### config.mk
export PLATFORM = sky130hd
export DESIGN_NAME = irq_prio_regfile
export DESIGN_NICKNAME = d
export VERILOG_FILES = /design/src/rtl/irq_pkg.sv /design/src/rtl/irq_enable_bank.sv /design/src/rtl/irq_prio_file.sv /design/src/rtl/irq_max_arb.sv /design/src/rtl/irq_prio_regfile.sv
export SDC_FILE = /design/constraint.sdc
export NUM_CORES = 1
export LEC_CHECK = 0
export ABC_AREA = 1
export CAP_MARGIN = 0
export CORE_ASPECT_RATIO = 1.1
export CORE_MARGIN = 4
export CORE_UTILIZATION = 50
export CTS_BUF_LIST = sky130_fd_sc_hd__clkbuf_16
export DETAILED_ROUTE_END_ITERATION = 10
export DONT_BUFFER_PORTS = 1
export SLEW_MARGIN = 20
export SYNTH_ARGS = -nofsm -noshare
export SYNTH_HDL_FRONTEND = slang
export SYNTH_SLANG_ARGS = --single-unit
### constraint.sdc
create_clock -name clk -period 80.6 [get_ports clk]
set_clock_uncertainty 0.05 [all_clocks]
set_input_delay 4.03 -clock clk [delete_from_list [all_inputs] [get_ports clk]]
set_output_delay 4.03 -clock clk [all_outputs]
set_load 0.01 [all_outputs]
### src/rtl/irq_pkg.sv
package irq_pkg;
   // word index = byte address >> 3
   localparam int WIDX_CTRL_SET  = 0;
   localparam int WIDX_CTRL_CLR  = 1;
   localparam int WIDX_PRIO_BASE = 2;
   localparam int WIDX_SRC_LO    = 10;
   localparam int WIDX_SRC_HI    = 11;
   localparam int WIDX_REQ_LO    = 12;
   localparam int WIDX_REQ_HI    = 13;
   localparam int WIDX_EN_LO     = 14;
   localparam int WIDX_EN_HI     = 15;
   localparam int WIDX_DIS_LO    = 16;
   localparam int WIDX_DIS_HI    = 17;
   localparam int NUM_WIDX       = 18;
   localparam int CTRL_MODE_BIT  = 0;
endpackage

### src/rtl/irq_enable_bank.sv
module irq_enable_bank #(
   parameter int NUM_SRC = 64,
   parameter int DATA_W  = 32
) (
   input  logic               clk,
   input  logic               rst_n,
   input  logic [1:0]         set_stb,
   input  logic [1:0]         clr_stb,
   input  logic [DATA_W-1:0]  wdata,
   output logic [NUM_SRC-1:0] en_o
);
   localparam int HALVES = NUM_SRC / DATA_W;

   generate
      for (genvar h = 0; h < HALVES; h++) begin : g_half
         always_ff @(posedge clk or negedge rst_n) begin
            if (!rst_n)
               en_o[h*DATA_W +: DATA_W] <= '0;
            else if (set_stb[h])
               en_o[h*DATA_W +: DATA_W] <= en_o[h*DATA_W +: DATA_W] | wdata;
            else if (clr_stb[h])
               en_o[h*DATA_W +: DATA_W] <= en_o[h*DATA_W +: DATA_W] & ~wdata;
         end
      end
   endgenerate
endmodule

### src/rtl/irq_prio_file.sv
module irq_prio_file #(
   parameter int NUM_PREG = 8,
   parameter int DATA_W   = 32
) (
   input  logic                       clk,
   input  logic                       rst_n,
   input  logic [NUM_PREG-1:0]        wr_sel,
   input  logic [DATA_W-1:0]          wdata,
   output logic [NUM_PREG*DATA_W-1:0] prio_flat_o
);
   generate
      for (genvar k = 0; k < NUM_PREG; k++) begin : g_word
         always_ff @(posedge clk or negedge rst_n) begin
            if (!rst_n)
               prio_flat_o[k*DATA_W +: DATA_W] <= '0;
            else if (wr_sel[k])
               prio_flat_o[k*DATA_W +: DATA_W] <= wdata;
         end
      end
   endgenerate
endmodule

### src/rtl/irq_max_arb.sv
module irq_max_arb #(
   parameter int NUM_SRC = 64,
   parameter int PRIO_W  = 4,
   parameter int ID_W    = 6
) (
   input  logic [NUM_SRC-1:0]        req,
   input  logic [NUM_SRC*PRIO_W-1:0] prio_flat,
   output logic                      irq_o,
   output logic [PRIO_W-1:0]         lvl_o,
   output logic [ID_W-1:0]           id_o
);
   logic [PRIO_W-1:0] best_lvl;
   logic [ID_W-1:0]   best_id;

   // strict compare: lowest index keeps a tie, zero never wins
   always_comb begin
      best_lvl = '0;
      best_id  = '0;
      for (int i = 0; i < NUM_SRC; i++) begin
         if (req[i] && (prio_flat[i*PRIO_W +: PRIO_W] > best_lvl)) begin
            best_lvl = prio_flat[i*PRIO_W +: PRIO_W];
            best_id  = ID_W'(i);
         end
      end
   end

   assign irq_o = (best_lvl != '0);
   assign lvl_o = best_lvl;
   assign id_o  = best_id;
endmodule

### src/rtl/irq_prio_regfile.sv
module irq_prio_regfile
   import irq_pkg::*;
#(
   parameter int NUM_SRC = 64,
   parameter int DATA_W  = 32,
   parameter int PRIO_W  = 4,
   parameter int ADDR_W  = 8
) (
   input  logic                       clk,
   input  logic                       rst_n,
   input  logic [ADDR_W-1:0]          bus_addr,
   input  logic [DATA_W-1:0]          bus_wdata,
   input  logic                       bus_wr,
   input  logic                       bus_rd,
   output logic [DATA_W-1:0]          bus_rdata,
   input  logic [NUM_SRC-1:0]         src_lvl_i,
   output logic                       irl_mode_o,
   output logic                       cpu_irq_o,
   output logic [PRIO_W-1:0]          cpu_lvl_o,
   output logic [$clog2(NUM_SRC)-1:0] cpu_id_o
);
   localparam int HALF     = DATA_W;
   localparam int FIELDS   = DATA_W / PRIO_W;
   localparam int NUM_PREG = NUM_SRC / FIELDS;
   localparam int ID_W     = $clog2(NUM_SRC);
   localparam int WIDX_W   = ADDR_W - 3;

   generate
      if (NUM_SRC != 2 * DATA_W) begin : g_bad_halves
         $error("NUM_SRC must fill exactly two data words");
      end
      if (DATA_W % PRIO_W != 0) begin : g_bad_fields
         $error("priority fields must pack evenly into a word");
      end
      if (WIDX_PRIO_BASE + NUM_PREG != WIDX_SRC_LO) begin : g_bad_map
         $error("priority words must end where source status begins");
      end
      if ((1 << WIDX_W) < NUM_WIDX) begin : g_bad_addr
         $error("address too narrow for register map");
      end
   endgenerate

   logic [WIDX_W-1:0]         widx;
   logic                      aligned;
   logic [NUM_WIDX-1:0]       wsel;
   logic                      mode_q;
   logic [NUM_SRC-1:0]        src_q;
   logic [NUM_SRC-1:0]        en_q;
   logic [NUM_SRC-1:0]        req;
   logic [NUM_SRC*PRIO_W-1:0] prio_flat;
   logic [DATA_W-1:0]         rd_val;
   logic                      arb_irq;
   logic [PRIO_W-1:0]         arb_lvl;
   logic [ID_W-1:0]           arb_id;

   assign widx    = bus_addr[ADDR_W-1:3];
   assign aligned = (bus_addr[2:0] == 3'd0);

   always_comb begin
      for (int k = 0; k < NUM_WIDX; k++)
         wsel[k] = bus_wr && aligned && (widx == WIDX_W'(k));
   end

   // mode flag: separate set / clear words
   always_ff @(posedge clk or negedge rst_n) begin
      if (!rst_n)
         mode_q <= 1'b0;
      else if (wsel[WIDX_CTRL_SET] && bus_wdata[CTRL_MODE_BIT])
         mode_q <= 1'b1;
      else if (wsel[WIDX_CTRL_CLR] && bus_wdata[CTRL_MODE_BIT])
         mode_q <= 1'b0;
   end

   always_ff @(posedge clk or negedge rst_n) begin
      if (!rst_n) src_q <= '0;
      else        src_q <= src_lvl_i;
   end

   irq_enable_bank #(.NUM_SRC(NUM_SRC), .DATA_W(DATA_W)) u_en (
      .clk     (clk),
      .rst_n   (rst_n),
      .set_stb ({wsel[WIDX_EN_HI], wsel[WIDX_EN_LO]}),
      .clr_stb ({wsel[WIDX_DIS_HI], wsel[WIDX_DIS_LO]}),
      .wdata   (bus_wdata),
      .en_o    (en_q)
   );

   irq_prio_file #(.NUM_PREG(NUM_PREG), .DATA_W(DATA_W)) u_prio (
      .clk         (clk),
      .rst_n       (rst_n),
      .wr_sel      (wsel[WIDX_PRIO_BASE +: NUM_PREG]),
      .wdata       (bus_wdata),
      .prio_flat_o (prio_flat)
   );

   assign req = src_q & en_q;

   irq_max_arb #(.NUM_SRC(NUM_SRC), .PRIO_W(PRIO_W), .ID_W(ID_W)) u_arb (
      .req       (req),
      .prio_flat (prio_flat),
      .irq_o     (arb_irq),
      .lvl_o     (arb_lvl),
      .id_o      (arb_id)
   );

   always_ff @(posedge clk or negedge rst_n) begin
      if (!rst_n) begin
         cpu_irq_o <= 1'b0;
         cpu_lvl_o <= '0;
         cpu_id_o  <= '0;
      end else begin
         cpu_irq_o <= arb_irq;
         cpu_lvl_o <= arb_lvl;
         cpu_id_o  <= arb_id;
      end
   end

   // read mux
   always_comb begin
      rd_val = '0;
      if (aligned) begin
         if ((int'(widx) >= WIDX_PRIO_BASE) && (int'(widx) < WIDX_PRIO_BASE + NUM_PREG))
            rd_val = prio_flat[(int'(widx) - WIDX_PRIO_BASE)*DATA_W +: DATA_W];
         else if (widx == WIDX_W'(WIDX_SRC_LO)) rd_val = src_q[HALF-1:0];
         else if (widx == WIDX_W'(WIDX_SRC_HI)) rd_val = src_q[NUM_SRC-1:HALF];
         else if (widx == WIDX_W'(WIDX_REQ_LO)) rd_val = req[HALF-1:0];
         else if (widx == WIDX_W'(WIDX_REQ_HI)) rd_val = req[NUM_SRC-1:HALF];
         else if (widx == WIDX_W'(WIDX_EN_LO))  rd_val = en_q[HALF-1:0];
         else if (widx == WIDX_W'(WIDX_EN_HI))  rd_val = en_q[NUM_SRC-1:HALF];
      end
   end

   always_ff @(posedge clk or negedge rst_n) begin
      if (!rst_n)      bus_rdata <= '0;
      else if (bus_rd) bus_rdata <= rd_val;
   end

   assign irl_mode_o = mode_q;
endmodule

After elaboration in Yosys (flattened, before gate mapping)
Cells that the tools add are included.

Equality and inequality tests: 17. Order comparisons: 66. Shift-type cells: 1. Muxes and demuxes: 141. Reduce and logical (&&, ||, !) cells: 88. Bitwise logic cells: 6. $add $sub $neg: 1.

Operator list (count): $mux 32 (12); $mux 4 (72); $shiftx 256x11->32 (1); $gt 4x4->1 (63); $mux 6 (32); $logic_and 1x1->1 (82); $mux 5 (16); $and 32x32->32 (2); $and 64x64->64 (1); $or 32x32->32 (2); $eq 5x4->1 const B (8); $not 32->32 (1); $eq 5x3->1 const B (4); $mux 3 (4); $eq 5x2->1 const B (2); $eq 5x5->1 const B (2); $reduce_bool 2->1 (3); $sub 5x2->6 const B (1); $eq 5x1->1 const B (1); $ge 5x2->1 const B (1); $logic_not 5->1 (1); $lt 5x4->1 const B (1); $gt 4x1->1 const B (1); $mux 2 (2); 3 further kinds (5).

Output and inout bits: 44. Input bits: 108. Word-level logic and storage cells: 336. Bits in registers: 428.

Logic depth before layout (Yosys ltp)
Depth in word-level cells: 193. Depth in mapped cells: 563.

Cells and area by module
From an unflattened synthesis, not the netlist that was laid out.

Cell total of the unflattened synthesis: 5181. Area, all modules: 35003.6 µm².

Modules (own cells, without submodules): irq_max_arb (sequential area each 0.0 µm², area each 13792.0 µm², cells an instance 2365, instances 1); irq_prio_file (sequential area each 6406.1 µm², area each 10393.7 µm², cells an instance 1120, instances 1); irq_prio_regfile (sequential area each 2702.6 µm², area each 8157.8 µm², cells an instance 1364, instances 1); irq_enable_bank (sequential area each 1601.5 µm², area each 2660.1 µm², cells an instance 332, instances 1).

Least setup slack after synthesis
OpenSTA, ideal clock, no wires.

Kind: register to register. From: reg u_prio.prio_flat_o[1]. To: reg cpu_irq_o. Setup time: 0.119 ns. Data arrival time: 60.701 ns. Required time: 80.431 ns. Clock period less this slack: 60.870 ns. Path slack: 19.730 ns. Stages on the path, launching flop included: 552. Cells stage by stage: dfrtp_1 -> nor2_1 -> nand3_1 -> nand2_1 -> inv_1 -> nand2_1 -> ha_1 -> nand2_1 -> nor2_1 -> nor2_2 -> nand2_2 -> nand2_1 -> o21ai_0 -> ha_1 -> inv_1 -> o21bai_1 -> nand4_1 -> nand2_4 -> (+516 left out) -> o21ai_1 -> ha_1 -> a21oi_1 -> nand2_4 -> nand3_4 -> nand2_1 -> and2_1 -> ha_1 -> nor2_1 -> nor2_1 -> o21ai_0 -> nand2_1 -> nor2_1 -> clkinv_1 -> nand3_1 -> nand2_2 -> nor2_1 -> nand2_1.

Word-level cells in the longest chain between the ends: 193.

RTL lines: start: declaration (line irq_prio_file.sv:9) `output logic [NUM_PREG*DATA_W-1:0] prio_flat_o`; start signal: indexed assignment (line irq_prio_file.sv:17) `prio_flat_o[k*DATA_W +: DATA_W] <= wdata;`; $gt 4x1->1 (line irq_max_arb.sv:20) `if (req[i] && (prio_flat[i*PRIO_W +: PRIO_W] > best_lvl)) begin`; $logic_and 1x1->1 (line irq_max_arb.sv:20); $mux 4 (*) (line irq_max_arb.sv:20); $gt 4x4->1 (line irq_max_arb.sv:20); $logic_and 1x1->1 (line irq_max_arb.sv:20); $mux 4 (*) (line irq_max_arb.sv:20); $gt 4x4->1 (line irq_max_arb.sv:20); $logic_and 1x1->1 (line irq_max_arb.sv:20); (+179 left out); $logic_and 1x1->1 (line irq_max_arb.sv:20); $mux 4 (*) (line irq_max_arb.sv:20); $gt 4x4->1 (line irq_max_arb.sv:20); $logic_and 1x1->1 (line irq_max_arb.sv:20); $mux 4 (*) (line irq_max_arb.sv:20); net arb_lvl[3] (line irq_prio_regfile.sv:53) `logic [PRIO_W-1:0] arb_lvl;`; $reduce_bool 4->1 (*) (line irq_max_arb.sv:27) `assign irq_o = (best_lvl != '0);`; net arb_irq (line irq_prio_regfile.sv:52) `logic arb_irq;`; end signal: assignment (line irq_prio_regfile.sv:112) `cpu_irq_o <= arb_irq;`; end: declaration (line irq_prio_regfile.sv:18) `output logic cpu_irq_o,`.

Mark *: on every way through the listed nets, which the timed path passes. The rest lies on a longest branch. A chain may end at the register's enable or synchronous reset.

Worst setup path in the final report
From: reg u_prio.prio_flat_o[3]. To: reg cpu_irq_o.

Same word-level chain as after synthesis.

==> results.ini <==
[outcome]
run_status=finished, final reports clean

[sta]
worst_slew_pin_slew_ns=1.25
maxSlewHeadroom_pct=16.8
timing.final.hold_violations=0
share_of_the_clock_period_used_by_the_worst_path_pct=87.7
drv_slew=0
setup_repair_after_global_routing_missed_its_margin=no
max_clock_freq_mhz=14.1
final.min_clock_period_ns=70.72
final-setup-viol-count=0
post_layout_worst_setup_margin_ns=9.88
fin_setup_tns_ns=0

[synth]
synthArstFlopShare_pct=100
post_synth_instance_area_um2=31700
syn-num-nets=4592
count_of_distinct_cell_types_in_the_synthesized_netlist=52
number_of_synthesized_flops_with_an_enable_pin=0
synth_top_area_share_pct=33.7
ys_seq_area_share_pct=33.7
yosysTopAreaCell=dfrtp_1
syn_area_per_cell_um2=7.34
synth_cells=4323
synth-main-ff-cell=dfrtp_1
synthMostInstantiatedCell=nand2_1
synth_commonest_cells=nand2_1 (990), o21ai_0 (547), inv_1 (464)
synth.ff_latch_count=428
ys_top_cells_by_area=dfrtp_1 (34%), nand2_1 (12%), o21ai_0 (8.6%)
synth.yosys.warnings=0

[run]
max_cap_violations=0

[worst_setup_path]
critical_path_required_ns=81.05
worst-r2r-setup-slack_ns=9.88
timing.critical_path.slowest_stage_cell=o21ai_0
worst_path_largest_cell_delay_ns=0.48
endpoint_type_of_the_worst_setup_path=register
timing.critical_path.mode_cell=ha_1
cp_max_fo=12
critPathKind=reg2reg
crit_path_start_kind=register
worstPathArrival_ns=71.17

[final_layout]
sequential_cell_area_um2=10700
area_of_the_multi_input_gates_um2=18300
fill_cells=6179
post_layout_nets=4501
syn2layout_area_growth_pct=6.86
proportion_of_layout_cells_with_a_drive_suffix_above_1_pct=13.7

[floorplanning]
boundaryPins=152
floorplan.initialDensity_pct=50.7
die_w_um=248
floorplan.rows=96
die-height_um=272
core-area_um2=62600
overall_die_area_um2=67600

[drt]
num_vias=30700
wire_per_inst_um=26.2
average_vias_per_placed_instance=6.01
drtIter0Drc=3216
detailedRoute.firstPassIterationCount=8
drt.antenna.violating_nets=0
wl_um=134000
detail_route.drc_violations=0

[pwr]
ir_drop_uv=20.0
powerDensity_nw_per_um2=31.1
pwr-share-clk_pct=22.9
power.sequential.fraction_pct=23.2
netSwitchingPower_mw=0.497
p_int_mw=0.559
switching_share_pct=47.1
static-leakage-power_nw=16.4
comb_power_share_pct=53.9

[clock_tree]
cts_inserted_buffers=51
cts_tree=done
hold_buffers=0
cts_root_buffer=clkbuf_16
cts_setup_buffers=0
depth_of_the_cts_h_tree=2
clkTransAtPathRegs_ns=0.06
clock_latency_on_the_worst_skew_pair_ns=0.64
cts_buffer_depth=3
postCtsResizedCells=0
clock-sinks=428

[global_routing]
via_count_of_the_first_global_routing_pass=28700
number_of_antenna_violations_at_the_first_check_in_global_routing=13
global_route.overflow_total=0
grt_start_max_net_pins=429
global_route.usage.total_pct=39.2
global_route_wire_length_before_repair_um=194000

[placed_design]
place_congestion=1.01
io_buffers=0
pre_cts_slack_ns=11.01
place_hpwl_um=101000

[min_path]
hold_path_class=reg2reg

==> final timing paths <==
| check | to | startpoint | depth (start not counted) |
|---|---|---|---|
| worst max-delay path | cpu_irq_o$_DFF_PN0_ | u_prio.prio_flat_o[3]$_DFFE_PN0P_ | 465 |
| worst min-delay path | u_prio.prio_flat_o[216]$_DFFE_PN0P_ | u_prio.prio_flat_o[216]$_DFFE_PN0P_ | 2 |
| worst max register to register | cpu_irq_o$_DFF_PN0_ | u_prio.prio_flat_o[3]$_DFFE_PN0P_ | 465 |
| worst min register to register | u_prio.prio_flat_o[216]$_DFFE_PN0P_ | u_prio.prio_flat_o[216]$_DFFE_PN0P_ | 2 |
| max in group asynchronous | u_prio.prio_flat_o[116]$_DFFE_PN0P_ | rst_n | 0 |
| min in group asynchronous | src_q[51]$_DFF_PN0_ | rst_n | 0 |
==> layout make-up <==
type	instances	share of cell area [%]
Sequential cell	428	31.6
Inverter	490	5.55
Antenna cell	6	0.0443
Clock buffer	51	3.76
Timing Repair Buffer	36	0.856
Tap cell	833	3.07
Multi-Input combinational cell	3225	53.9
Clock inverter	40	1.29
==> power groups by stage <==
| stage | Clock, mW | Sequential, mW | Combinational (mW) |
|---|---|---|---|
| finish | 0.242 | 0.245 | 0.569 |
| detailed placement | 0 | 0.248 | 0.559 |
| floorplan | 0 | 0.241 | 0.454 |
| global route | 0.254 | 0.246 | 0.643 |
| CTS | 0.244 | 0.245 | 0.562 |
| global placement | 0 | 0.248 | 0.557 |
==> through the flow <==
step                      total power [mW]  utilization (%)  hold WS, ns  area, um^2  cells
after global routing                  1.14             54.2        0.460       33900   5105
after detailed placement             0.807             51.4        0.422       32200   5011
final                                 1.06             54.2        0.435       33900   5109
after floorplan                      0.695                -        0.403       31700   4323
after global placement               0.806             51.4        0.415       32200   5011
after CTS                             1.05             54.1        0.438       33900   5102
==> worst max-delay path, delay by kind of cell (launching register included) <==
kind / cells / cell delay [ns]
simple gates: 244 / 27.45
fa+ha+maj: 63 / 20.00
compound gates: 97 / 18.67
buf+inv: 61 / 3.84
flops: 1 / 0.39
==> routing by layer <==
metal,vias to the layer above,global-route usage (%),share of wire (%)
met4,4,24.3,7.9
met3,388,8.74,9.5
met2,1421,60.5,44
li1,14400,-,-
met5,-,0,0.016
met1,14500,49.9,39
==> logic make-up after synthesis <==
group,after synthesis,share of synthesized area [%]
fa+ha+maj,161,6.35
xor+xnor,1,0.0276
simple gates,2073,32.7
compound gates,990,18.2
flops,428,33.7
buf+inv,670,8.94
==> placed cells by master, fill, tap and decap left out, drive strengths merged, types with 10 or more instances in the layout <==
cell type | synthesis | final
inv | 481 | 485
o21ai | 553 | 553
bufinv | 3 | 10
ha | 161 | 161
nor2 | 251 | 251
dfrtp | 428 | 428
o22ai | 61 | 61
clkinv | 6 | 31
buf | 46 | 36
o21bai | 88 | 88
nand4 | 51 | 51
nand3 | 516 | 516
nand2 | 1241 | 1241
o311ai | 15 | 15
clkbuf | 134 | 51
a221oi | 36 | 36
a211oi | 25 | 25
o221ai | 24 | 24
a21oi | 122 | 122
o211ai | 28 | 28
(Power assumes the default switching activity.)
